[src/rtl/ckey_pkg.sv]
package ckey_pkg;
  localparam int NUM_CH       = 4;   // overlay index, red, green, blue
  localparam int CH_OVL       = 0;
  localparam int CH_RED       = 1;
  localparam int CH_GRN       = 2;
  localparam int CH_BLU       = 3;
  localparam int CTRL_ADDR    = 2 * NUM_CH;
  localparam int NEG_BIT      = 4;
  localparam int ZOOM_LSB     = 5;
  localparam int ZOOM_W       = 3;
  localparam int ZOOM_MAX_LOG = 5;   // largest group is 2**5 pixels
  localparam int CTRL_W       = ZOOM_LSB + ZOOM_W;

  // strobes handed from the control side to the datapath
  typedef struct packed {
    logic              sampleNow;
    logic [NUM_CH-1:0] chanEn;
    logic              negate;
  } ckey_strobe_t;
endpackage

[src/rtl/ckey_ctrl.sv]
module ckey_ctrl
  import ckey_pkg::*;
#(
  parameter int COMP_W = 8,
  parameter int ADDR_W = 4
) (
  input  logic                           clk,
  input  logic                           rstN,
  input  logic                           regWrEn,
  input  logic [ADDR_W-1:0]              regAddr,
  input  logic [COMP_W-1:0]              regWrData,
  input  logic                           pixValid,
  output ckey_strobe_t                   strobe,
  output logic [NUM_CH-1:0][COMP_W-1:0]  rangeLo,
  output logic [NUM_CH-1:0][COMP_W-1:0]  rangeHi
);
  localparam int PH_W = ZOOM_MAX_LOG;

  logic [CTRL_W-1:0] ctrlReg;
  logic              ctrlWr;
  logic [ZOOM_W-1:0] zoomCode;
  logic [ZOOM_W-1:0] zoomLog;
  logic [PH_W:0]     groupLen;
  logic [PH_W-1:0]   lastPhase;
  logic [PH_W-1:0]   phase;

  // window bound registers, one low/high pair per channel
  for (genvar ch = 0; ch < NUM_CH; ch++) begin : g_range
    always_ff @(posedge clk) begin
      if (!rstN) begin
        rangeLo[ch] <= '1;
        rangeHi[ch] <= '1;
      end else if (regWrEn) begin
        if (regAddr == ADDR_W'(2 * ch))     rangeLo[ch] <= regWrData;
        if (regAddr == ADDR_W'(2 * ch + 1)) rangeHi[ch] <= regWrData;
      end
    end
  end

  assign ctrlWr = regWrEn && (regAddr == ADDR_W'(CTRL_ADDR));

  always_ff @(posedge clk) begin
    if (!rstN)       ctrlReg <= '0;
    else if (ctrlWr) ctrlReg <= regWrData[CTRL_W-1:0];
  end

  assign zoomCode  = ctrlReg[ZOOM_LSB +: ZOOM_W];
  assign zoomLog   = (zoomCode > ZOOM_W'(ZOOM_MAX_LOG)) ? ZOOM_W'(ZOOM_MAX_LOG) : zoomCode;
  assign groupLen  = {{PH_W{1'b0}}, 1'b1} << zoomLog;
  assign lastPhase = PH_W'(groupLen - 1'b1);

  // position of the current valid pixel inside its zoom group
  always_ff @(posedge clk) begin
    if (!rstN)         phase <= '0;
    else if (ctrlWr)   phase <= '0;
    else if (pixValid) phase <= (phase == lastPhase) ? '0 : phase + 1'b1;
  end

  assign strobe.sampleNow = pixValid && (phase == '0);
  assign strobe.chanEn    = ctrlReg[NUM_CH-1:0];
  assign strobe.negate    = ctrlReg[NEG_BIT];

  AST_PHASE_BOUND: assert property (@(posedge clk) disable iff (!rstN)
    phase <= lastPhase);
  AST_CTRL_RESTART: assert property (@(posedge clk) disable iff (!rstN)
    ctrlWr |=> (phase == '0));
  AST_OVL_LO_WRITE: assert property (@(posedge clk) disable iff (!rstN)
    (regWrEn && regAddr == '0) |=> (rangeLo[CH_OVL] == $past(regWrData)));
  AST_BLU_HI_WRITE: assert property (@(posedge clk) disable iff (!rstN)
    (regWrEn && regAddr == ADDR_W'(2 * CH_BLU + 1)) |=> (rangeHi[CH_BLU] == $past(regWrData)));
endmodule

[src/rtl/ckey_datapath.sv]
module ckey_datapath
  import ckey_pkg::*;
#(
  parameter int COMP_W = 8,
  parameter int PIX_W  = 24
) (
  input  logic                           clk,
  input  logic                           rstN,
  input  ckey_strobe_t                   strobe,
  input  logic                           pixValid,
  input  logic [NUM_CH-1:0][COMP_W-1:0]  chanVal,
  input  logic [NUM_CH-1:0][COMP_W-1:0]  rangeLo,
  input  logic [NUM_CH-1:0][COMP_W-1:0]  rangeHi,
  input  logic [PIX_W-1:0]               gfxPixel,
  input  logic [PIX_W-1:0]               ovlPixel,
  output logic                           selOverlay,
  output logic [PIX_W-1:0]               pixOut,
  output logic                           pixOutValid
);
  logic [NUM_CH-1:0] inWin;
  logic [NUM_CH-1:0] chanOk;
  logic              rawKey;
  logic              freshKey;
  logic              heldKey;
  logic              effKey;

  for (genvar ch = 0; ch < NUM_CH; ch++) begin : g_cmp
    assign inWin[ch]  = (chanVal[ch] >= rangeLo[ch]) && (chanVal[ch] <= rangeHi[ch]);
    assign chanOk[ch] = !strobe.chanEn[ch] || inWin[ch];
  end

  assign rawKey   = (|strobe.chanEn) && (&chanOk);
  assign freshKey = rawKey ^ strobe.negate;
  assign effKey   = strobe.sampleNow ? freshKey : heldKey;

  // decision kept for the rest of the zoom group
  always_ff @(posedge clk) begin
    if (!rstN)                 heldKey <= 1'b0;
    else if (strobe.sampleNow) heldKey <= freshKey;
  end

  always_ff @(posedge clk) begin
    if (!rstN) begin
      selOverlay  <= 1'b0;
      pixOut      <= '0;
      pixOutValid <= 1'b0;
    end else begin
      pixOutValid <= pixValid;
      if (pixValid) begin
        selOverlay <= effKey;
        pixOut     <= effKey ? ovlPixel : gfxPixel;
      end
    end
  end

  AST_VALID_LATENCY: assert property (@(posedge clk) disable iff (!rstN)
    pixValid |=> pixOutValid);
  AST_IDLE_NO_VALID: assert property (@(posedge clk) disable iff (!rstN)
    !pixValid |=> !pixOutValid);
  AST_IDLE_HOLD: assert property (@(posedge clk) disable iff (!rstN)
    !pixValid |=> ($stable(selOverlay) && $stable(pixOut)));
  AST_PIX_MUX: assert property (@(posedge clk) disable iff (!rstN)
    pixValid |=> (pixOut == (selOverlay ? $past(ovlPixel) : $past(gfxPixel))));
  AST_GROUP_HOLD: assert property (@(posedge clk) disable iff (!rstN)
    (pixValid && !strobe.sampleNow) |=> $stable(selOverlay));
  AST_NO_CHAN_KEY: assert property (@(posedge clk) disable iff (!rstN)
    (strobe.sampleNow && strobe.chanEn == '0) |=> (selOverlay == $past(strobe.negate)));
endmodule

[src/rtl/ckey_overlay_sel.sv]
module ckey_overlay_sel
  import ckey_pkg::*;
#(
  parameter int COMP_W = 8,
  parameter int PIX_W  = 24,
  parameter int ADDR_W = 4
) (
  input  logic              clk,
  input  logic              rstN,
  input  logic              regWrEn,
  input  logic [ADDR_W-1:0] regAddr,
  input  logic [COMP_W-1:0] regWrData,
  input  logic              pixValid,
  input  logic [COMP_W-1:0] ovlIdx,
  input  logic [COMP_W-1:0] red,
  input  logic [COMP_W-1:0] green,
  input  logic [COMP_W-1:0] blue,
  input  logic [PIX_W-1:0]  gfxPixel,
  input  logic [PIX_W-1:0]  ovlPixel,
  output logic              selOverlay,
  output logic [PIX_W-1:0]  pixOut,
  output logic              pixOutValid
);
  ckey_strobe_t                  strobe;
  logic [NUM_CH-1:0][COMP_W-1:0] rangeLo;
  logic [NUM_CH-1:0][COMP_W-1:0] rangeHi;
  logic [NUM_CH-1:0][COMP_W-1:0] chanVal;

  assign chanVal[CH_OVL] = ovlIdx;
  assign chanVal[CH_RED] = red;
  assign chanVal[CH_GRN] = green;
  assign chanVal[CH_BLU] = blue;

  ckey_ctrl #(.COMP_W(COMP_W), .ADDR_W(ADDR_W)) u_ctrl (
    .clk       (clk),
    .rstN      (rstN),
    .regWrEn   (regWrEn),
    .regAddr   (regAddr),
    .regWrData (regWrData),
    .pixValid  (pixValid),
    .strobe    (strobe),
    .rangeLo   (rangeLo),
    .rangeHi   (rangeHi)
  );

  ckey_datapath #(.COMP_W(COMP_W), .PIX_W(PIX_W)) u_dp (
    .clk         (clk),
    .rstN        (rstN),
    .strobe      (strobe),
    .pixValid    (pixValid),
    .chanVal     (chanVal),
    .rangeLo     (rangeLo),
    .rangeHi     (rangeHi),
    .gfxPixel    (gfxPixel),
    .ovlPixel    (ovlPixel),
    .selOverlay  (selOverlay),
    .pixOut      (pixOut),
    .pixOutValid (pixOutValid)
  );
endmodule

[config.mk]
export PLATFORM = sky130hd
export DESIGN_NAME = ckey_overlay_sel
export DESIGN_NICKNAME = d
export VERILOG_FILES = /design/src/rtl/ckey_pkg.sv /design/src/rtl/ckey_ctrl.sv /design/src/rtl/ckey_datapath.sv /design/src/rtl/ckey_overlay_sel.sv
export SDC_FILE = /design/constraint.sdc
export NUM_CORES = 1
export LEC_CHECK = 0
export BUFFER_PORTS_ARGS = -buffer_cell sky130_fd_sc_hd__buf_2
export CAP_MARGIN = 20
export CORE_MARGIN = 5
export CORE_UTILIZATION = 60
export CTS_CLUSTER_SIZE = 14
export DETAILED_ROUTE_END_ITERATION = 7
export PLACE_DENSITY_LB_ADDON = 0.2
export RECOVER_POWER = 100
export REMOVE_ABC_BUFFERS = 1
export SETUP_SLACK_MARGIN = 0.5
export SLEW_MARGIN = 0
export SYNTH_ARGS = -nofsm -noshare
export SYNTH_HDL_FRONTEND = slang
export SYNTH_SLANG_ARGS = --single-unit
export TNS_END_PERCENT = 20
[constraint.sdc]
create_clock -name clk -period 8.75 [get_ports clk]
set_clock_uncertainty 0.2 [all_clocks]
set_input_delay 2.1875 -clock clk [delete_from_list [all_inputs] [get_ports clk]]
set_output_delay 2.1875 -clock clk [all_outputs]
set_load 0.02 [all_outputs]
# Word-level counts from Yosys, hierarchy flattened
# Cells that the tools add are included.
# word_totals
reg_bits,104
in_bits,96
out_inout_bits,26
wordCells,69
# classes
n_addsub,2
order_cmp,9
n_eq_ne,9
n_shift,1
mux,4
bitwise_logic,2
n_reduce_logical,28
# ops
cell,n
$ge A8 B8 Y1,4
$le A8 B8 Y1,4
$mux W24,1
$eq A4 B3 Y1 const B,4
$reduce_and A2 Y1,8
$eq A4 B2 Y1 const B,2
$logic_and A1 B1 Y1,7
$add A5 B1 Y5 const B,1
$eq A5 B5 Y1,1
$logic_not A5 Y1,1
$mux W5,1
$shl A1 B3 Y5 const A,1
$sub A5 B1 Y5 const B,1
$eq A4 B1 Y1 const B,1
$eq A4 B4 Y1 const B,1
$logic_not A1 Y1,4
$logic_not A4 Y1,1
$logic_or A1 B1 Y1,4
$reduce_and A4 Y1,1
$reduce_or A4 Y1,1
$gt A3 B3 Y1 const B,1
$mux W3,1
$reduce_or A2 Y1,1
$mux W1,1
2 further kinds,2

# Logic depth before layout (Yosys ltp)
# depth
word_depth,8
ltp_mapped,12

# Cells and area by module
# A second synthesis with hierarchy kept.
# hier_totals
cells_unflattened,725
hier_area_um2,6187.2
# by_module_without_submodules
mod,n_inst,cells_each,area_each_um2,seq_area_each_um2
ckey_datapath,1,397,3140.5,540.5
ckey_ctrl,1,328,3046.7,1541.5

# Worst setup path after synthesis
# No wires, ideal clock.
# synth_timing
path_type,in2reg
startpoint,input port ovlIdx[0]
endpoint,register u_dp.pixOut[16]
arrival_ns,4.075
slack_ns,4.400
cell_stages,12
path_buffers,2
path_cell_list,inv_1 -> ha_1 -> nand2b_1 -> a21o_1 -> a211oi_1 -> o311a_1 -> a2111oi_4 -> and4_1 -> buf_6 -> buf_4 -> o21ai_0 -> a31oi_1
# synth_between
elab_chain_len,8
elab_cells_between_ends,9
cone_classes,order compare (2); mux (2); bitwise (1); reduce/logical (4)
# synth_lines
element,line,rtl
start: declaration,ckey_overlay_sel.sv:14,"input logic [COMP_W-1:0] ovlIdx,"
$ge A8 B8 Y1 / $le A8 B8 Y1 (equally long branches),ckey_datapath.sv:28,assign inWin[ch] = (chanVal[ch] >= rangeLo[ch]) && (chanVal[ch] <= rangeHi[ch]);
$logic_and A1 B1 Y1 (*),ckey_datapath.sv:28,
$logic_or A1 B1 Y1 (*),ckey_datapath.sv:29,assign chanOk[ch] = !strobe.chanEn[ch] || inWin[ch];
$reduce_and A4 Y1 (*),ckey_datapath.sv:32,assign rawKey = (|strobe.chanEn) && (&chanOk);
$logic_and A1 B1 Y1 (*),ckey_datapath.sv:32,
$xor A1 B1 Y1 (*),ckey_datapath.sv:33,assign freshKey = rawKey ^ strobe.negate;
$mux W1 (*),n/a,
$mux W24 (*),ckey_datapath.sv:51,pixOut <= effKey ? ovlPixel : gfxPixel;
end signal: assignment,ckey_datapath.sv:51,
end: declaration,ckey_datapath.sv:17,"output logic [PIX_W-1:0] pixOut,"
# Mark *: on every way between the ends. The rest lies on a longest branch, timed or not.
# A chain may end at the register's enable or synchronous reset.

# Final worst setup path
# layout_timing
startpoint,input port rstN
endpoint,register u_ctrl.phase[2]
# layout_between
elab_chain_len,2
# layout_lines
element,line,rtl
start: declaration,ckey_overlay_sel.sv:9,"input logic rstN,"
$not A1 Y1 (no source line),n/a,
$reduce_or A2 Y1 (no source line),n/a,
end signal: assignment,ckey_ctrl.sv:56,else if (pixValid) phase <= (phase == lastPhase) ? '0 : phase + 1'b1;
end: declaration,ckey_ctrl.sv:25,logic [PH_W-1:0] phase;
# Every way passes these cells.

==> impl_metrics.csv <==
group,metric,value,unit
run_status,status,"finished with violations",
layout,drive_above_1_share,14.3,%
hold_path,min_from,"u_ctrl.rangeLo[11]",
sta,finalMaxSlewViolations,101,
clock_network,cts-resized-gates,0,
routing,vias_per_cell,6.10,
routing,drcViolationCount,0,
pwr,p_int,0.000756,W
sta,rsz0062_at_grt,"false",
logic_synthesis,synth_commonest_cells,"104 x dfxtp_1, 71 x nand2_1, 69 x o21ai_0",
sta,finalSetupViolCount,0,
placed_design,io_buffers,121,
routing,highest_layer,"met4",
pwr,switching_share,27.5,%
placed_design,dp.final_hpwl,11400,um
routing,wl_met2,8270,um
logic_synthesis,ys.flop_type,"dfxtp_1",
floorplanning,start_util,61.2,%
placed_design,dpl_worst_slack,3.43,ns
pwr,share_comb_of_total_power,17.6,%
pwr,p_per_area,148,nW/um^2
logic_synthesis,yosys.area.top_type,"dfxtp_1",
clock_network,numCtsBuffers,9,
clock_network,cts.path.max_buffers,2,
worst_setup_path,startpoint,"rstN",
pwr,p_seq_share,47.9,%
logic_synthesis,synth_edf_count,0,
routing,detail-route-antenna-nets,0,
placed_design,place.gp.congestion,0.905,
floorplanning,dieArea,12600,um^2
global_routing,grt_pass1_wl,26600,um
routing,wl,16500,um
pwr,clockPowerShare,34.4,%
routing,drtIter0Drc,537,
global_routing,grt_overflow,0,
worst_setup_path,crit_type,"in2reg",
logic_synthesis,synth_warnings,0,
global_routing,grt_usage,25.2,%
clock_network,clk_pin_slew_worst_paths,0.09,ns
routing,wl_per_cell,17.0,um
worst_setup_path,timing.rr.start,"u_ctrl.rangeLo[22]",
routing,drtPass1Iterations,5,
worst_setup_path,cp_data_arrival_time,6.27,ns
sta,fin_ws,2.57,ns
logic_synthesis,synth_most_common_cell,"dfxtp_1",
logic_synthesis,synthTopCellsByArea,"dfxtp_1 33%, ha_1 13%, mux2i_1 8.4%",
floorplanning,die_w,112,um
clock_network,cts-root-buf,"clkbuf_8",
layout,antenna_cells,0,
sta,max_freq,162,MHz
floorplanning,die_height,112,um
pwr,p_switching,0.000287,W
global_routing,grt_max_degree,101,
floorplanning,ios,122,
pwr,vdd_drop_max,0.0000814,V
logic_synthesis,syn_area,6280,um^2
routing,wl_met1,6940,um
hold_path,min_path_type,"reg2reg",
routing,via_count,5917,
run_status,violations,"capacitance limit, slew limit",
worst_setup_path,end_kind,"flip-flop",
layout,fin_nets,992,
global_routing,grt_pass1_vias,5714,
sta,tightestPinTransition,4.04,ns
sta,maxSlewHeadroom,-169,%
clock_network,cts_max_level,3,
logic_synthesis,syn_avg_cell_area,8.36,um^2
worst_setup_path,cp.required,8.84,ns
sta,hold_viol,0,
layout,areaGrowthSynthToFinish,12.2,%
logic_synthesis,ys_types,46,
flow_run,maxCapViolations,1,
clock_network,clock-sinks,104,
clock_network,cts_tree,"yes",
layout,final_util,68.6,%
sta,tns,0,ns
floorplanning,rows,37,
global_routing,antenna_found_initial,0,
logic_synthesis,syn-instance-count,752,
sta,holdWs,0.284,ns
logic_synthesis,synth_seq_area_share,33.1,%
clock_network,clk_latency,0.37,ns
sta,fin_crit,6.18,ns
routing,met3_length,963,um
logic_synthesis,synth.top_cell.area_share,33.1,%
worst_setup_path,cp_max_fo,100,
logic_synthesis,synth_seq_cells,104,
pwr,p_leak,3.41,nW
sta,final.period_utilization,70.6,%
clock_network,ctsHoldBuffers,0,
clock_network,cts_setup_buffers,0,
floorplanning,core_area,10300,um^2
logic_synthesis,async_flop_share,0,%
worst_setup_path,start_kind,"input port",
power by group through the flow:
stage | Clock (W) | Sequential, W | Combinational [W]
after global placement | 0 | 0.000510 | 0.000175
final | 0.000359 | 0.000500 | 0.000184
after floorplan | 0 | 0.000524 | 0.0000855
after CTS | 0.000364 | 0.000499 | 0.000184
after detailed placement | 0 | 0.000510 | 0.000183
after global routing | 0.000384 | 0.000502 | 0.000203
cells by family (layout without fill, tap and decap cells):
group	after synthesis	after routing	share of synthesized area [%]
XOR/XNOR	5	5	0.697
adder cells (fa/ha/maj)	66	66	13.1
flip-flops	104	104	33.1
buffers and inverters	130	212	8.40
multiplexers	53	53	8.44
AND/OR/NAND/NOR	169	169	13.5
AO/OA/AOI/OAI	225	225	22.7
registers in the layout, indices dropped and copies added (netlist names):
| register | cells |
|---|---|
| u_ctrl.ctrlReg | 8 |
| u_ctrl.phase | 5 |
| u_ctrl.rangeHi | 32 |
| u_ctrl.rangeLo | 32 |
| u_dp.heldKey | 1 |
| u_dp.pixOut | 24 |
| u_dp.pixOutValid | 1 |
| u_dp.selOverlay | 1 |
placed cells by master (no fill, tap or decap), types with 4 or more instances in the layout:
cell type	synthesis	final
dfxtp_1	104	104
buf_2	5	95
nand2_1	71	71
o21ai_0	69	69
inv_1	67	67
ha_1	66	66
mux2i_1	53	53
o211ai_1	50	50
a31oi_1	48	48
nand4_1	36	36
clkbuf_1	51	29
a21oi_1	17	17
nor2b_1	16	16
nor2_1	15	15
o21ai_1	11	11
clkbuf_8	0	10
a21o_1	8	8
buf_4	3	8
nand3_1	6	6
nand2b_1	4	4
o31a_1	4	4
and2_1	4	4
worst paths after layout:
kind	slack, ns	end	cells after the start
worst min-delay path	0.28	u_ctrl.rangeLo[11]	2
worst min register to register	0.28	u_ctrl.rangeLo[11]	2
worst max register to register	5.46	u_dp.pixOut[2]	10
worst max-delay path	2.57	u_ctrl.phase[2]	4
layer usage:
metal / vias up / track usage [%]
li1: 2871 / -
met1: 2806 / 31.0
met2: 212 / 44.1
met5: - / 0
met3: 28 / 4.80
met4: 0 / 8.49
critical path, cell delays in order:
cell and delay [ns]:
buf_2 0.07, clkbuf_1 2.80, nand3_1 0.84, nor2_1 0.29
per-stage QoR:
step	instance area (um^2)	power, W	cells
detailed placement	6840	0.000693	954
CTS	7080	0.00105	969
global placement	6840	0.000685	954
floorplan	6010	0.000610	689
global route	7050	0.00109	970
finish	7050	0.00104	970
layout make-up:
type                    count  area (um^2)
repair buffers            130          637
multi-input cells         518         3670
inverters                  67          251
fillers                   869         3230
flip-flops and latches    104         2080
clock inverters             3         90.1
clock buffers              12          145
well taps                 136          170
(Power assumes the default switching activity.)
